`config.mk`:
```
export PLATFORM = sky130hd
export DESIGN_NAME = ginv_top
export DESIGN_NICKNAME = d
export VERILOG_FILES = /design/src/rtl/ginv_pkg.sv /design/src/rtl/ginv_step.sv /design/src/rtl/ginv_chain.sv /design/src/rtl/ginv_top.sv
export SDC_FILE = /design/constraint.sdc
export NUM_CORES = 2
export LEC_CHECK = 0
export ABC_CLOCK_PERIOD_IN_PS = 22900
export CAP_MARGIN = 40
export CORE_MARGIN = 2
export CORE_UTILIZATION = 25
export CTS_BUF_LIST = sky130_fd_sc_hd__clkbuf_16
export CTS_CLUSTER_SIZE = 10
export DETAILED_ROUTE_END_ITERATION = 16
export SLEW_MARGIN = 5
export SYNTH_ARGS = -nofsm -noshare
export SYNTH_HDL_FRONTEND = slang
export SYNTH_SLANG_ARGS = --single-unit
export TNS_END_PERCENT = 100
```
`constraint.sdc`:
```
create_clock -name clk -period 22.9 [get_ports clk]
set_input_delay 4.58 -clock clk [delete_from_list [all_inputs] [get_ports clk]]
set_output_delay 4.58 -clock clk [all_outputs]
set_load 0.05 [all_outputs]
```
`src/rtl/ginv_pkg.sv`:
```
package ginv_pkg;

    localparam int FLD_M   = 89;
    localparam int MID_EXP = 38;

    typedef logic [FLD_M-1:0] elem_t;
    typedef logic [FLD_M:0]   wide_t;

    localparam wide_t FPOLY = (wide_t'(1) << FLD_M) | (wide_t'(1) << MID_EXP) | wide_t'(1);
    localparam wide_t W_ONE = wide_t'(1);

    typedef struct packed {
        wide_t u;
        wide_t v;
        elem_t b;
        elem_t c;
    } mai_state_t;

    typedef enum logic {
        PH_IDLE = 1'b0,
        PH_RUN  = 1'b1
    } phase_t;

    // deg(p) < deg(q), from two magnitude compares instead of leading-one search
    function automatic logic deg_below(wide_t p, wide_t q);
        return (q > p) && ((p ^ q) > p);
    endfunction

    // b / x modulo f
    function automatic elem_t div_by_x(elem_t b);
        wide_t t;
        t = {1'b0, b};
        if (b[0])
            t = t ^ FPOLY;
        return t[FLD_M:1];
    endfunction

    function automatic mai_state_t seed_state(elem_t a);
        mai_state_t s;
        s.u = {1'b0, a};
        s.v = FPOLY;
        s.b = elem_t'(1);
        s.c = '0;
        return s;
    endfunction

endpackage

```
`src/rtl/ginv_step.sv`:
```
module ginv_step
    import ginv_pkg::*;
(
    input  mai_state_t s_in,
    output mai_state_t s_out
);

    always_comb begin
        s_out = s_in;
        if (s_in.u == W_ONE || s_in.u == '0) begin
            s_out = s_in;
        end else if (!s_in.u[0]) begin
            s_out.u = s_in.u >> 1;
            s_out.b = div_by_x(s_in.b);
        end else if (deg_below(s_in.u, s_in.v)) begin
            s_out.u = s_in.u ^ s_in.v;
            s_out.v = s_in.u;
            s_out.b = s_in.b ^ s_in.c;
            s_out.c = s_in.b;
        end else begin
            s_out.u = s_in.u ^ s_in.v;
            s_out.b = s_in.b ^ s_in.c;
        end
    end

    // a live step always changes the state and never drives u to zero
    always_comb begin
        if (s_in.u != W_ONE && s_in.u != '0 && s_in.v[0]) begin
            a_r1_step_moves: assert (s_out != s_in);
            a_r1_u_nonzero:  assert (s_out.u != '0);
        end
    end

endmodule

```
`src/rtl/ginv_chain.sv`:
```
module ginv_chain
    import ginv_pkg::*;
#(
    parameter int UNROLL = 4
) (
    input  mai_state_t cur,
    output mai_state_t nxt
);

    localparam int NSTAGE = (UNROLL < 1) ? 1 : UNROLL;

    mai_state_t link [NSTAGE+1];

    assign link[0] = cur;

    for (genvar g = 0; g < NSTAGE; g++) begin : g_stage
        ginv_step u_step (
            .s_in  (link[g]),
            .s_out (link[g+1])
        );
    end

    assign nxt = link[NSTAGE];

endmodule

```
`src/rtl/ginv_top.sv`:
```
module ginv_top
    import ginv_pkg::*;
#(
    parameter int UNROLL = 4
) (
    input  logic             clk,
    input  logic             rst,
    input  logic             start,
    input  logic [FLD_M-1:0] operand,
    output logic [FLD_M-1:0] result,
    output logic             done,
    output logic             err
);

    phase_t     phase_q;
    mai_state_t st_q;
    mai_state_t st_nxt;
    elem_t      res_q;
    logic       done_q;
    logic       err_q;
    logic       accept;
    logic       finish;

    ginv_chain #(.UNROLL(UNROLL)) u_chain (
        .cur (st_q),
        .nxt (st_nxt)
    );

    assign accept = (phase_q == PH_IDLE) && start;
    assign finish = (phase_q == PH_RUN) && (st_nxt.u == W_ONE);

    always_ff @(posedge clk) begin
        if (rst) begin
            phase_q <= PH_IDLE;
            st_q    <= '0;
            res_q   <= '0;
            done_q  <= 1'b0;
            err_q   <= 1'b0;
        end else begin
            done_q <= 1'b0;
            if (accept) begin
                if (operand == '0) begin
                    res_q  <= '0;
                    err_q  <= 1'b1;
                    done_q <= 1'b1;
                end else begin
                    err_q   <= 1'b0;
                    st_q    <= seed_state(operand);
                    phase_q <= PH_RUN;
                end
            end else if (phase_q == PH_RUN) begin
                st_q <= st_nxt;
                if (finish) begin
                    res_q   <= st_nxt.b;
                    done_q  <= 1'b1;
                    phase_q <= PH_IDLE;
                end
            end
        end
    end

    assign result = res_q;
    assign done   = done_q;
    assign err    = err_q;

    a_r3_done_single: assert property (@(posedge clk) disable iff (rst)
        done |=> !done);

    a_r3_result_held: assert property (@(posedge clk) disable iff (rst)
        (phase_q == PH_IDLE && !start) |=> ($stable(result) && $stable(err)));

    a_r2_zero_flags: assert property (@(posedge clk) disable iff (rst)
        (accept && operand == '0) |=> (done && err && result == '0));

    a_r4_busy_ignores_start: assert property (@(posedge clk) disable iff (rst)
        (phase_q == PH_RUN && !finish) |=> (phase_q == PH_RUN && !done));

    a_r8_err_only_zero: assert property (@(posedge clk) disable iff (rst)
        (accept && operand != '0) |=> !err);

endmodule

```
==> flow_metrics.py <==
metrics = {
    "route": {
        "drc": 0,
        "wl_per_cell_microns": 28.12,
        "vias_per_cell": 6.014,
        "postRouteAntennaNets": 0,
        "first_iter_violations": 10846,
        "drt_first_pass_iters": 9,
        "dr_total_vias": 77652,
        "routed_wl_microns": 363100,
    },
    "layout": {
        "area_growth_syn_to_layout_pct": 12.78,
        "mostFrequentLayoutCells": "nor2_1, a21oi_1, nand2_1",
        "mostFrequentLayoutCell": "nor2_1",
        "layout-drive-gt1-share": 0.06795,
        "finalNetCount": 10127,
    },
    "floorplan": {
        "dieWidth_microns": 510.4,
        "core_area_sq_mm": 0.2546,
        "dieArea_sq_mm": 0.2605,
        "num_rows": 185,
        "io_pins": 183,
        "die_y_microns": 510.4,
        "initial_core_util": 0.2518,
    },
    "sta": {
        "hold_viol_final": 0,
        "setup-tns-final_ps": 0,
        "worstMarginPinSlew_ps": 1123,
        "max-slew-margin-rel": 0.2511,
        "fin_hold_ws_ps": 458.5,
        "drv_slew": 0,
        "setup_viol": 0,
        "worst_clock_skew_ps": 71.62,
        "grt_setup_unrepaired": "false",
        "finalCritPeriodShare": 0.9730,
        "post-route-min-period_ps": 22280,
        "clock.fmax_mhz": 44.88,
    },
    "critical_path": {
        "crit_family": "simple AND/OR/NAND/NOR gates",
        "cp.required_ps": 23560,
        "critPathMaxStageDelay_ps": 910,
        "critical_path_class": "reg2reg",
        "cp-start-kind": "flop",
        "critPathMostFrequentCell": "o21a_1",
        "path_buf_inv": 6,
        "worst_setup_path_end_kind": "flop",
        "slowest_stage": "nor3_1",
        "path_max_fanout": 120,
        "arrival_ps": 22940,
    },
    "clock_tree": {
        "cts.sinks": 450,
        "cts_root_buf": "clkbuf_16",
        "cts_tree": "yes",
        "post_cts_buffers": 0,
        "htree_levels": 3,
        "numCtsBuffers": 67,
        "cts_resized": 0,
        "holdBufCountCts": 0,
        "clk_latency_ps": 760,
        "clockBufferDepth": 3,
        "path_clk_slew_ps": 60,
    },
    "placement": {
        "post-dp-hpwl_microns": 275200,
        "gp_congestion": 1.108,
        "io_buffer_count": 182,
    },
    "status": {
        "status": "completed",
    },
    "grt": {
        "first_global_vias": 68870,
        "grt_max_degree": 183,
        "antenna_found_initial": 33,
        "grt_overflow": 0,
        "grt_util_all_layers": 0.2653,
        "grt_pass1_wl_microns": 511400,
    },
    "synthesis": {
        "synthesis.area_sq_mm": 0.06410,
        "syn-num-nets": 10304,
        "yosys.cell_types.count": 111,
        "synth_edf_count": 0,
        "synth_seq_area_share": 0.1405,
        "synthFlopType": "dfxtp_1",
        "synthArstFlopShare": 0,
        "synthCells": 9667,
        "yosysWarnings": 0,
        "syn_area_per_cell_sq_um": 6.631,
        "synth.ff_latch_count": 450,
    },
    "job": {
        "maxCapViolCount": 0,
    },
    "hold_path": {
        "hold_class": "reg2reg",
    },
}
==> worst reg2reg max path: cells and delay by family, from the launching register on <==
family,cells,cell delay [ps]
AND/OR/NAND/NOR,25,9210
AO/OA/AOI/OAI,30,8240
buffers and inverters,6,2370
adder cells (fa/ha/maj),4,1860
flip-flops,1,530
==> kinds of logic after synthesis <==
logic type	count (synthesis)	share of synthesized area
multiplexers	339	0.05407
adder cells (fa/ha/maj)	545	0.1064
AO/OA/AOI/OAI	3376	0.3381
AND/OR/NAND/NOR	3460	0.2445
buffers and inverters	1216	0.07807
flip-flops	450	0.1405
XOR/XNOR	281	0.03839
==> per-stage QoR <==
| stage | cell area, sq um | cells | util | worst slack [ps] |
|---|---|---|---|---|
| 5_1_grt | 72280 | 12904 | 0.2839 | 589.9 |
| 4_1_cts | 72250 | 12898 | 0.2837 | 1751 |
| 3_3_place_gp | 69470 | 12742 | 0.2728 | 1427 |
| 3_5_place_dp | 70060 | 12782 | 0.2752 | 1858 |
| 2_1_floorplan | 64100 | 9667 | - | 2056 |
| 6_report | 72290 | 12911 | 0.2839 | 617.3 |
==> synth_stat cells (15+ instances only) <==
master    instances  area, sq um
nor2_1         1374         5157
a21oi_1        1101         5510
nand2_1         967         3630
o21ai_0         565         2828
ha_1            545         6819
inv_1           500         1877
clkbuf_1        487         1828
dfxtp_1         450         9009
mux2i_1         286         2863
a31oi_1         264         1652
o22ai_1         231         1445
nor3_1          217         1086
o211ai_1        192         1441
a22oi_1         191         1434
nand3_1         176        880.8
xnor2_1         168         1471
nand4_1         155        969.7
o21a_1          140         1051
nor4_1          134        838.3
xor2_1          113        989.7
o221ai_2         99         1486
buf_2            93        465.5
nand2b_1         92        575.6
a21o_1           87        653.1
buf_1            83        311.6
o221ai_1         77        674.4
o21ai_1          74        370.4
a211oi_1         64        480.5
and2_1           52        325.3
nor2b_1          51        319.1
mux2_2           48        540.5
or3_1            43        269.0
buf_6            33        371.6
a311oi_1         29        254.0
o31ai_1          27        202.7
or2_2            27        168.9
a32oi_1          26        227.7
nand4b_1         26        227.7
and3_1           22        137.6
a221oi_1         20        175.2
nand3b_1         20        150.1
nor4b_1          18        157.7
buf_4            16        120.1
or4_1            15        112.6
==> final timing paths <==
check                           slack (ps)          to  cells after the start  startpoint
worst max register to register         620  result[20]                     65   st_q[332]
worst min-delay path                   460         err                      2         err
worst min register to register         460         err                      2         err
worst max-delay path                   620  result[20]                     65   st_q[332]
==> area by class of cell <==
cell class | count | area (sq um)
fill | 28308 | 182300
multi-input combinational | 8001 | 50350
sequential | 450 | 9016
timing repair buffer | 467 | 4607
tap | 3366 | 4212
inverter | 503 | 1903
clock buffer | 67 | 1677
clock inverter | 49 | 510.5
antenna | 8 | 20.02
==> routing by layer <==
metal,track usage,vias up,routed length (microns)
met1,0.3436,36764,145500
met5,0.0009137,-,307
met2,0.3850,4751,146300
met3,0.07220,1146,42220
li1,-,34949,-
met4,0.1700,42,28720
==> flip-flops by register name, indices dropped and copies added (netlist names) <==
register  cells
phase_q       1
err           1
result       89
done          1
st_q        358
Power is left out: the tool's default activity adds up to more than one toggle a clock period on the data nets, which glitch-free logic cannot reach.
